===== config.mk =====
export PLATFORM = sky130hd
export DESIGN_NAME = lsusb_tx
export DESIGN_NICKNAME = d
export VERILOG_FILES = /design/src/rtl/lsusb_tx_pkg.sv /design/src/rtl/lsusb_tx_tick.sv /design/src/rtl/lsusb_tx_feed.sv /design/src/rtl/lsusb_tx_ser.sv /design/src/rtl/lsusb_tx.sv
export SDC_FILE = /design/constraint.sdc
export NUM_CORES = 1
export LEC_CHECK = 0
export ABC_AREA = 1
export BUFFER_PORTS_ARGS = -buffer_cell sky130_fd_sc_hd__buf_2
export CORE_ASPECT_RATIO = 1.1
export CORE_MARGIN = 4
export CORE_UTILIZATION = 25
export DETAILED_ROUTE_END_ITERATION = 12
export GPL_TIMING_DRIVEN = 0
export PLACE_DENSITY = 0.4
export SLEW_MARGIN = 20
export SYNTH_ARGS = -nofsm -noshare
export SYNTH_HDL_FRONTEND = slang
export SYNTH_SLANG_ARGS = --single-unit

===== constraint.sdc =====
create_clock -name clk -period 2.26 [get_ports clk]
set_input_delay 0.452 -clock clk [delete_from_list [all_inputs] [get_ports clk]]
set_output_delay 0.452 -clock clk [all_outputs]
set_load 0.01 [all_outputs]

===== src/rtl/lsusb_tx_pkg.sv =====
package lsusb_tx_pkg;

  typedef enum logic [2:0] {
    ST_IDLE,
    ST_PRE,
    ST_LEAD,
    ST_DATA,
    ST_EOP1,
    ST_EOP2,
    ST_EOPJ
  } tx_state_t;

  // Line state as driven to the pads: enable plus the two levels.
  typedef struct packed {
    logic en;
    logic dp;
    logic dm;
  } line_t;

  localparam logic [7:0] SYNC_BYTE = 8'h80;
  localparam int         STUFF_RUN = 6;
  localparam int         RUN_W     = $clog2(STUFF_RUN + 1);

  localparam line_t LINE_OFF  = line_t'{en: 1'b0, dp: 1'b0, dm: 1'b0};
  localparam line_t LINE_PREJ = line_t'{en: 1'b0, dp: 1'b0, dm: 1'b1};
  localparam line_t LINE_J    = line_t'{en: 1'b1, dp: 1'b0, dm: 1'b1};
  localparam line_t LINE_SE0  = line_t'{en: 1'b1, dp: 1'b0, dm: 1'b0};

endpackage


===== src/rtl/lsusb_tx_tick.sv =====
module lsusb_tx_tick #(
  parameter int BIT_DIV = 167
) (
  input  logic clk,
  input  logic rst_n,
  input  logic run,
  output logic tick
);

  generate
    if (BIT_DIV <= 1) begin : g_every
      assign tick = run;
    end else begin : g_div
      localparam int             CW   = $clog2(BIT_DIV);
      localparam logic [CW-1:0]  LAST = CW'(BIT_DIV - 1);

      logic [CW-1:0] cnt_q;
      logic [CW-1:0] cnt_d;

      always_comb begin
        if (!run)               cnt_d = '0;
        else if (cnt_q == LAST) cnt_d = '0;
        else                    cnt_d = cnt_q + CW'(1);
      end

      always_ff @(posedge clk or negedge rst_n) begin
        if (!rst_n) cnt_q <= '0;
        else        cnt_q <= cnt_d;
      end

      assign tick = run && (cnt_q == LAST);
    end
  endgenerate

endmodule


===== src/rtl/lsusb_tx_feed.sv =====
// One-byte holding buffer between the byte stream and the serializer.
// If the stream falls behind, zero bits are sent in place of the missing byte.
module lsusb_tx_feed #(
  parameter int MAX_BYTES = 12,
  localparam int LEN_W    = $clog2(MAX_BYTES)
) (
  input  logic             clk,
  input  logic             rst_n,
  input  logic             init,
  input  logic             init_hs,
  input  logic [7:0]       init_pid,
  input  logic [LEN_W-1:0] init_len,
  input  logic [7:0]       tx_data,
  input  logic             tx_valid,
  output logic             tx_ready,
  input  logic             take,
  output logic             more,
  output logic [7:0]       byte_out
);

  localparam int MAX_PAY = MAX_BYTES - 1;

  function automatic logic [LEN_W-1:0] clamp_len(input logic [LEN_W-1:0] l);
    if (l == '0)               return LEN_W'(1);
    else if (int'(l) > MAX_PAY) return LEN_W'(MAX_PAY);
    else                       return l;
  endfunction

  logic [7:0]       hold_q, hold_d;
  logic             full_q, full_d;
  logic [LEN_W-1:0] owe_q, owe_d;
  logic             accept;

  assign tx_ready = (owe_q != '0) && !full_q;
  assign accept   = tx_ready && tx_valid;
  assign more     = full_q || (owe_q != '0);
  assign byte_out = full_q ? hold_q : (accept ? tx_data : 8'h00);

  always_comb begin
    hold_d = hold_q;
    full_d = full_q;
    owe_d  = owe_q;
    if (init) begin
      if (init_hs) begin
        hold_d = init_pid;
        full_d = 1'b1;
        owe_d  = '0;
      end else begin
        full_d = 1'b0;
        owe_d  = clamp_len(init_len);
      end
    end else if (take) begin
      if (full_d) full_d = 1'b0;
      else if (owe_q != '0) owe_d = owe_q - LEN_W'(1);
    end else if (accept) begin
      hold_d = tx_data;
      full_d = 1'b1;
      owe_d  = owe_q - LEN_W'(1);
    end
  end

  always_ff @(posedge clk or negedge rst_n) begin
    if (!rst_n) begin
      hold_q <= '0;
      full_q <= 1'b0;
      owe_q  <= '0;
    end else begin
      hold_q <= hold_d;
      full_q <= full_d;
      owe_q  <= owe_d;
    end
  end

endmodule


===== src/rtl/lsusb_tx_ser.sv =====
// Shifts bytes out LSB first, counts runs of ones and tracks the NRZI level
// (level 1 = J). One symbol per step.
module lsusb_tx_ser
  import lsusb_tx_pkg::*;
(
  input  logic       clk,
  input  logic       rst_n,
  input  logic       init,
  input  logic       step,
  input  logic [7:0] byte_in,
  input  logic       more,
  output logic       nxt_level,
  output logic       take,
  output logic       fin
);

  logic [7:0]       sh_q, sh_d;
  logic [2:0]       bidx_q, bidx_d;
  logic [RUN_W-1:0] run_q, run_d;
  logic             drained_q, drained_d;
  logic             lvl_q, lvl_d;
  logic             stuff;

  assign stuff     = (run_q == RUN_W'(STUFF_RUN));
  assign fin       = drained_q && !stuff;
  assign take      = step && !stuff && !drained_q && (bidx_q == 3'd7) && more;
  assign nxt_level = lvl_d;

  always_comb begin
    sh_d      = sh_q;
    bidx_d    = bidx_q;
    run_d     = run_q;
    drained_d = drained_q;
    lvl_d     = lvl_q;
    if (init) begin
      sh_d      = SYNC_BYTE;
      bidx_d    = '0;
      run_d     = '0;
      drained_d = 1'b0;
      lvl_d     = 1'b1;
    end else if (step) begin
      if (stuff) begin
        lvl_d = ~lvl_q;
        run_d = '0;
      end else begin
        lvl_d = sh_q[0] ? lvl_q : ~lvl_q;
        run_d = sh_q[0] ? run_q + RUN_W'(1) : '0;
        if (bidx_q == 3'd7) begin
          bidx_d = '0;
          if (more) sh_d = byte_in;
          else      drained_d = 1'b1;
        end else begin
          sh_d   = {1'b0, sh_q[7:1]};
          bidx_d = bidx_q + 3'd1;
        end
      end
    end
  end

  always_ff @(posedge clk or negedge rst_n) begin
    if (!rst_n) begin
      sh_q      <= '0;
      bidx_q    <= '0;
      run_q     <= '0;
      drained_q <= 1'b0;
      lvl_q     <= 1'b1;
    end else begin
      sh_q      <= sh_d;
      bidx_q    <= bidx_d;
      run_q     <= run_d;
      drained_q <= drained_d;
      lvl_q     <= lvl_d;
    end
  end

endmodule


===== src/rtl/lsusb_tx.sv =====
module lsusb_tx
  import lsusb_tx_pkg::*;
#(
  parameter int  BIT_DIV   = 167,
  parameter int  MAX_BYTES = 12,
  parameter int  ADDR_W    = 7,
  localparam int LEN_W     = $clog2(MAX_BYTES)
) (
  input  logic              clk,
  input  logic              rst_n,
  input  logic              tx_start,
  input  logic              tx_hs,
  input  logic [7:0]        tx_pid,
  input  logic [LEN_W-1:0]  tx_len,
  input  logic [7:0]        tx_data,
  input  logic              tx_valid,
  output logic              tx_ready,
  output logic              tx_busy,
  input  logic [ADDR_W-1:0] addr_next,
  output logic [ADDR_W-1:0] addr_cur,
  output logic              dp_out,
  output logic              dm_out,
  output logic              drv_en
);

  tx_state_t         st_q, st_d;
  line_t             line_q, line_d;
  logic              hs_q, hs_d;
  logic [ADDR_W-1:0] addr_q, addr_d;

  logic       tick, run;
  logic       start_ok;
  logic       ser_step, ser_take, ser_fin, ser_lvl;
  logic       feed_more;
  logic [7:0] feed_byte;

  assign run      = (st_q != ST_IDLE) && (st_q != ST_PRE);
  assign start_ok = (st_q == ST_IDLE) && tx_start;
  assign ser_step = tick && ((st_q == ST_LEAD) || (st_q == ST_DATA)) && !ser_fin;

  lsusb_tx_tick #(.BIT_DIV(BIT_DIV)) u_tick (
    .clk   (clk),
    .rst_n (rst_n),
    .run   (run),
    .tick  (tick)
  );

  lsusb_tx_feed #(.MAX_BYTES(MAX_BYTES)) u_feed (
    .clk      (clk),
    .rst_n    (rst_n),
    .init     (start_ok),
    .init_hs  (tx_hs),
    .init_pid (tx_pid),
    .init_len (tx_len),
    .tx_data  (tx_data),
    .tx_valid (tx_valid),
    .tx_ready (tx_ready),
    .take     (ser_take),
    .more     (feed_more),
    .byte_out (feed_byte)
  );

  lsusb_tx_ser u_ser (
    .clk       (clk),
    .rst_n     (rst_n),
    .init      (start_ok),
    .step      (ser_step),
    .byte_in   (feed_byte),
    .more      (feed_more),
    .nxt_level (ser_lvl),
    .take      (ser_take),
    .fin       (ser_fin)
  );

  // Next-state logic
  always_comb begin
    st_d   = st_q;
    line_d = line_q;
    hs_d   = hs_q;
    addr_d = addr_q;
    unique case (st_q)
      ST_IDLE: begin
        if (tx_start) begin
          st_d   = ST_PRE;
          line_d = LINE_PREJ;   // levels first, drivers later
          hs_d   = tx_hs;
        end
      end
      ST_PRE: begin
        st_d   = ST_LEAD;
        line_d = LINE_J;
      end
      ST_LEAD, ST_DATA: begin
        if (tick) begin
          if (ser_fin) begin
            st_d   = ST_EOP1;
            line_d = LINE_SE0;
          end else begin
            st_d   = ST_DATA;
            line_d = line_t'{en: 1'b1, dp: ~ser_lvl, dm: ser_lvl};
          end
        end
      end
      ST_EOP1: begin
        if (tick) begin
          st_d   = ST_EOP2;
          line_d = LINE_SE0;
        end
      end
      ST_EOP2: begin
        if (tick) begin
          st_d   = ST_EOPJ;
          line_d = LINE_J;
        end
      end
      ST_EOPJ: begin
        if (tick) begin
          st_d   = ST_IDLE;
          line_d = LINE_OFF;
          if (!hs_q) addr_d = addr_next;
        end
      end
      default: begin
        st_d   = ST_IDLE;
        line_d = LINE_OFF;
      end
    endcase
  end

  // Registers
  always_ff @(posedge clk or negedge rst_n) begin
    if (!rst_n) begin
      st_q   <= ST_IDLE;
      line_q <= LINE_OFF;
      hs_q   <= 1'b0;
      addr_q <= '0;
    end else begin
      st_q   <= st_d;
      line_q <= line_d;
      hs_q   <= hs_d;
      addr_q <= addr_d;
    end
  end

  assign tx_busy  = (st_q != ST_IDLE);
  assign dp_out   = line_q.dp;
  assign dm_out   = line_q.dm;
  assign drv_en   = line_q.en;
  assign addr_cur = addr_q;

endmodule


==> results of run 1 <==
-- final cells by class --
type	instances	area [sq um]
Buffer	6	35.0
Clock buffer	6	129
Clock inverter	2	13.8
Fill cell	1148	7250
Inverter	38	143
Multi-Input combinational cell	233	1250
Sequential cell	51	1280
Tap cell	143	179
Timing Repair Buffer	43	218
-- routing by layer --
| metal | part of all wire, % | global-route usage [%] | vias up |
|---|---|---|---|
| met2 | 47 | 18.1 | 27 |
| met5 | 0 | 0 | - |
| met1 | 48 | 14.1 | 1048 |
| li1 | - | - | 1168 |
| met3 | 3.3 | 2.58 | 6 |
| met4 | 1.4 | 3.58 | 0 |
-- cell families (layout without fill, tap and decap cells) --
logic type / after synthesis / count (layout) / synth area share [%]
AND/OR/NAND/NOR: 156 / 156 / 25.5
AO/OA/AOI/OAI: 52 / 52 / 10.5
flip-flops: 51 / 51 / 47.2
buffers and inverters: 44 / 95 / 6.56
multiplexers: 14 / 14 / 5.50
adder cells (fa/ha/maj): 8 / 8 / 3.70
XOR/XNOR: 3 / 3 / 0.971
-- final timing paths --
| check | from | endpoint | slack [ns] |
|---|---|---|---|
| worst min register to register | u_feed.owe_q[3]$_DFFE_PN0P_ | u_feed.owe_q[3]$_DFFE_PN0P_ | 0.47 |
| worst max register to register | u_ser.bidx_q[0]$_DFFE_PN0P_ | u_ser.sh_q[6]$_DFFE_PN0P_ | 0.28 |
| min in group clk | addr_next[6] | addr_cur[6]$_DFFE_PN0P_ | 0.39 |
| worst max-delay path | u_ser.bidx_q[0]$_DFFE_PN0P_ | u_ser.sh_q[6]$_DFFE_PN0P_ | 0.28 |
| worst min-delay path | rst_n | addr_cur[1]$_DFFE_PN0P_ | 0.20 |
| max in group asynchronous | rst_n | u_ser.drained_q$_DFFE_PN0P_ | 1.61 |
-- critical path, delay by kind of cell, from the launching register on --
| family | cells | cell delay, ns |
|---|---|---|
| buf+inv | 2 | 0.73 |
| flops | 1 | 0.38 |
| fa+ha+maj | 2 | 0.33 |
| compound gates | 2 | 0.31 |
| simple gates | 2 | 0.12 |
-- state kept, by name (all words and copies together) (netlist names), 3 cells and up --
name,cells
u_tick.g_div.cnt_q,8
addr_cur,7
u_feed.hold_q,8
u_ser.run_q,3
u_ser.sh_q,8
u_feed.owe_q,4
u_ser.bidx_q,3
st_q,3
-- stage by stage --
stage / std cells / area (sq um) / worst slack, ns / util, % / total power [uW]
after floorplan: 328 / 2710 / 0.609 / - / 956
after global placement: 514 / 3100 / 0.274 / 29.6 / 1010
after detailed placement: 514 / 3100 / 0.292 / 29.6 / 1020
after CTS: 522 / 3250 / 0.270 / 30.9 / 1800
after global routing: 522 / 3250 / 0.0271 / 30.9 / 1840
final: 522 / 3250 / 0.283 / 30.9 / 1750
-- where the power goes --
| group | internal [uW] | switching, uW |
|---|---|---|
| Combinational | 32.5 | 40.2 |
| Clock | 412 | 343 |
| Sequential | 919 | 2.84 |
| Total | 1360 | 386 |
-- cells in the final DEF, fill, tap and decap left out, types with 7 or more instances in the layout --
master / instances
mux2i_1: 7
mux2_2: 7
nor2_1: 21
inv_1: 33
o21ai_0: 14
o21ai_1: 10
nand3_1: 19
dfrtp_1: 50
a21oi_1: 20
ha_1: 8
buf_2: 46
nand2_1: 94
==> flow_metrics.env, run 1 <==
export IMPL_status="finished clean"
export IMPL_fmax_mhz=506
export IMPL_layout_nets=418
export IMPL_grt_max_degree=52
export IMPL_yosysTopAreaCell="dfrtp_1"
export IMPL_path_cells="ha_1, ha_1, clkbuf_1, clkinv_1, a21oi_1, a21oi_1, nand2_1, nand2_1"
export IMPL_worstPathRequired_ns=2.45
export IMPL_syn_to_final_growth_pct=19.9
export IMPL_tightest_slew_ns=0.677
export IMPL_cellPowerDensity_mw_per_mm2=539
export IMPL_insertedDiodeCount=0
export IMPL_synth_commonest_cells="nand2_1 (94), dfrtp_1 (50), inv_1 (33), nor2_1 (21), a21oi_1 (20)"
export IMPL_syn_area_sq_mm=0.00271
export IMPL_cts_path_max_buffers=2
export IMPL_yosysUniqueCellTypes=35
export IMPL_maxCapViolations=0
export IMPL_grt_pass1_vias=2262
export IMPL_slew_viol_final=0
export IMPL_cts_root_buf="clkbuf_16"
export IMPL_io_pins=44
export IMPL_synth_most_common_cell="nand2_1"
export IMPL_hold_buffers=0
export IMPL_yosysTopAreaCellShare_pct=46.2
export IMPL_htree_levels=2
export IMPL_die_area_sq_mm=0.0126
export IMPL_grtUsageTotal_pct=10.9
export IMPL_via_per_inst=4.31
export IMPL_hold_viol_final=0
export IMPL_setup_viol=0
export IMPL_cts_resized=0
export IMPL_worst_r2r_cell_count=8
export IMPL_die_x_microns=107
export IMPL_final_min_clock_period_ns=1.98
export IMPL_drtIter0Drc=62
export IMPL_ir_worst_vdd_mv=0.259
export IMPL_ant_nets=0
export IMPL_timing_hold_ws_ns=0.195
export IMPL_gp_congestion=0.748
export IMPL_hp_class="in -> async"
export IMPL_worst_setup_path_type="reg -> reg"
export IMPL_leakage_uw=0.00164
export IMPL_crit_path_end_kind="flop"
export IMPL_setup_tns_ns=0
export IMPL_max_stage_delay_ns=0.38
export IMPL_avgSynthCellArea_sq_um=8.25
export IMPL_wl_microns=6350
export IMPL_initial_utilization_pct=25.8
export IMPL_core_sq_mm=0.0105
export IMPL_synth_ff_type="dfrtp_1"
export IMPL_async_flop_share_pct=100
export IMPL_io_buffers=43
export IMPL_clk_pin_slew_ns=0.07
export IMPL_cts_buffers=5
export IMPL_finClkSkew_ns=0.00880
export IMPL_numClockSinks=51
export IMPL_cts_setup_buffers=0
export IMPL_relSlewSlack_pct=54.8
export IMPL_cp_start_kind="flop"
export IMPL_clkLatencyLatePin_ns=0.29
export IMPL_synth_area_leaders="dfrtp_1 (46%), nand2_1 (13%), inv_1 (4.6%), a21oi_1 (3.7%), ha_1 (3.7%)"
export IMPL_synth_seq_cells=51
export IMPL_overflow=0
export IMPL_ys_seq_area_share_pct=47.2
export IMPL_first_pass_iters=4
export IMPL_dr_total_vias=2249
export IMPL_fin_crit_sh_pct=87.5
export IMPL_placementRows=39
export IMPL_grt_pass1_wl_microns=10900
export IMPL_ys_warn_count=0
export IMPL_synth_edf_count=0
export IMPL_synthCells=328
export IMPL_fp_dieH_microns=117
export IMPL_path_max_fanout=10
export IMPL_cp_arrival_ns=2.16
export IMPL_syn_nets=368
export IMPL_drc_errors=0
export IMPL_place_hpwl_microns=4810
export IMPL_rsz0062_at_grt="false"
export IMPL_slowest_stage="dfrtp_1"
export IMPL_antenna_found_initial=0
export IMPL_wl_per_cell_microns=12.2
export IMPL_cts_tree="yes"
export IMPL_drive_gt1_share_pct=20.8
Power figures use the tool's default switching activity.
==> run 2: changes to the inputs <==
- ABC_AREA: 1 -> 0
==> flow_metrics.env, run 2 <==
export IMPL_fp_dieH_microns=118
export IMPL_crit_start="u_tick.g_div.cnt_q[0]$_DFF_PN0_"
export IMPL_dr_total_vias=2234
export IMPL_layout_common_cells="dfrtp_1 (50), buf_2 (46), o21ai_0 (23), nand2_1 (21), nor2_1 (20)"
export IMPL_layout_nets=371
export IMPL_grtUsageTotal_pct=11.2
export IMPL_synthCells=272
export IMPL_synth_commonest_cells="dfrtp_1 (50), o21ai_0 (23), nand2_1 (21), nor2_1 (20), nand3_1 (19)"
export IMPL_top_regs="u_feed.hold_q x8, u_ser.sh_q x8, u_tick.g_div.cnt_q x8"
export IMPL_gp_congestion=0.739
export IMPL_grt_pass1_vias=2315
export IMPL_leakage_uw=0.00154
export IMPL_synth_area_leaders="dfrtp_1 (46%), o21ai_0 (4.2%), mux2_4 (3.8%), ha_1 (3.6%), nand3_1 (3.5%)"
export IMPL_insertedDiodeCount=0
export IMPL_initial_utilization_pct=26.1
export IMPL_hold_buffers=0
export IMPL_synth_edf_count=0
export IMPL_setup_viol=0
export IMPL_clkLatencyLatePin_ns=0.29
export IMPL_place_hpwl_microns=4930
export IMPL_cts_buffers=5
export IMPL_core_sq_mm=0.0105
export IMPL_numClockSinks=51
export IMPL_grt_max_degree=52
export IMPL_grt_pass1_wl_microns=11500
export IMPL_overflow=0
export IMPL_cts_tree="yes"
export IMPL_setup_worst_path_end="addr_cur[4]$_DFFE_PN0P_"
export IMPL_status="finished clean"
export IMPL_fillers=1121
export IMPL_postLayoutCoreUtil_pct=32.4
export IMPL_yosysTopAreaCellShare_pct=45.6
export IMPL_clk_pin_slew_ns=0.07
export IMPL_cts_path_max_buffers=2
export IMPL_cts_root_buf="clkbuf_16"
export IMPL_wl_microns=6920
export IMPL_first_pass_iters=5
export IMPL_syn_to_final_growth_pct=24.2
export IMPL_multi_input_area_sq_mm=0.00138
export IMPL_fmax_mhz=472
export IMPL_power_uw=2460
export IMPL_ir_worst_vdd_mv=0.345
export IMPL_final_min_clock_period_ns=2.12
export IMPL_synth_most_common_cell="dfrtp_1"
export IMPL_yosysTopAreaCell="dfrtp_1"
export IMPL_yosysUniqueCellTypes=57
export IMPL_cp_start_kind="flop"
export IMPL_reg2reg_slack_ns=0.14
export IMPL_setup_tns_ns=0
export IMPL_htree_levels=2
export IMPL_synth_seq_cells=51
export IMPL_via_per_inst=4.70
export IMPL_wl_per_cell_microns=14.6
export IMPL_maxCapViolations=0
export IMPL_r2r_end="addr_cur[4]$_DFFE_PN0P_"
export IMPL_synth_ff_type="dfrtp_1"
export IMPL_drc_errors=0
export IMPL_io_buffers=43
export IMPL_cellPowerDensity_mw_per_mm2=721
export IMPL_worstPathRequired_ns=2.44
export IMPL_rr_startpoint="u_tick.g_div.cnt_q[0]$_DFF_PN0_"
export IMPL_hold_viol_final=0
export IMPL_async_flop_share_pct=100
export IMPL_die_area_sq_mm=0.0127
export IMPL_ant_nets=0
export IMPL_cp_arrival_ns=2.29
export IMPL_antenna_found_initial=0
export IMPL_slew_viol_final=0
export IMPL_worst_setup_path_type="reg -> reg"
export IMPL_rsz0062_at_grt="false"
export IMPL_mostFrequentLayoutCell="dfrtp_1"
export IMPL_relSlewSlack_pct=54.7
export IMPL_io_pins=44
export IMPL_avgSynthCellArea_sq_um=10.1
export IMPL_register_area_sq_mm=0.00128
export IMPL_syn_nets=312
export IMPL_tightest_slew_ns=0.680
export IMPL_worst_r2r_cell_count=8
export IMPL_drtIter0Drc=151
export IMPL_syn_area_sq_mm=0.00275
export IMPL_ys_seq_area_share_pct=46.5
export IMPL_path_max_fanout=7
export IMPL_drive_gt1_share_pct=27.1
export IMPL_ys_warn_count=0
export IMPL_placementRows=39
export IMPL_crit_path_end_kind="flop"
export IMPL_die_x_microns=108
export IMPL_hp_class="in -> async"
export IMPL_finClkSkew_ns=0.00566
export IMPL_fin_crit_sh_pct=93.7
[run 2: cell count changes after synthesis, sizes merged, moves of 5 or more]
| cell | change |
|---|---|
| o2bb2ai | +8 |
| inv | -27 |
| clkbuf | +7 |
| a22oi | +9 |
| mux2i | -6 |
| nand2 | -77 |
| xor2 | +5 |
| a221o | +8 |
| a21oi | -11 |
[run 2: cell type report]
type                       count  area share (%)
buffer                        16            2.57
timing repair buffer          52            8.36
inverter                      10            1.10
sequential                    51            37.5
clock buffer                   5            3.67
clock inverter                 3            1.28
multi-input combinational    195            40.3
tap                          143            5.25
[run 2: metal layers]
layer / vias to the layer above / part of all wire [%] / track usage [%]
met5: - / 0 / 0
met4: 0 / 1.2 / 3.31
met2: 47 / 46 / 18.0
met1: 1065 / 49 / 15.4
met3: 4 / 3.4 / 1.87
li1: 1118 / - / -
[run 2: kinds of logic after synthesis]
family,count (synthesis),synth area share (%)
DFF,51,46.5
buffers and inverters,26,4.46
adders and majority gates,8,3.64
muxes,8,4.19
and+or+nand+nor,90,17.7
AOI/OAI and AO/OA,80,20.6
xor gates and xnor gates,9,2.87
[run 2: report_power, final]
group	total (uW)	internal [uW]	switching, uW
combinational	440	234	206
clock	873	523	350
sequential	1150	1040	109
total	2460	1790	665
[run 2: through the flow]
step                setup WS (ns)  area [sq um]  hold WS [ns]  std cells
floorplan                   0.280          2750         0.156        272
CTS                        0.0253          3320         0.238        466
detailed placement        -0.0773          3140         0.466        458
global placement           -0.116          3140         0.459        458
global route               0.0168          3410         0.255        475
finish                      0.142          3410         0.201        475
[run 2: worst min path at each step]
stage                     slack [ns]               start                 endpoint  cells after the start
after floorplan                 0.16               rst_n  addr_cur[0]$_DFFE_PN0P_                      0
after global placement          0.46  drv_en$_DFFE_PN0P_       drv_en$_DFFE_PN0P_                      2
after detailed placement        0.47  dp_out$_DFFE_PN0P_       dp_out$_DFFE_PN0P_                      2
after CTS                       0.24               rst_n       dp_out$_DFFE_PN0P_                      1
after global routing            0.25               rst_n       dm_out$_DFFE_PN0P_                      1
final                           0.20               rst_n       dm_out$_DFFE_PN0P_                      1
[run 2: worst max-delay path: stages, from the launching register on]
cell and delay, ns:
dfrtp_1 0.43, inv_1 0.08, ha_1 0.14, and4bb_1 0.21
buf_6 0.14, nand2_4 0.07, or4_4 0.48, buf_6 0.16
mux2_4 0.30
[run 2: timing repair]
action,CTS,global route
setup buffers,0,9
endpoints found under the setup margin,8,23
gates resized for setup,1,8
pin swaps,0,2
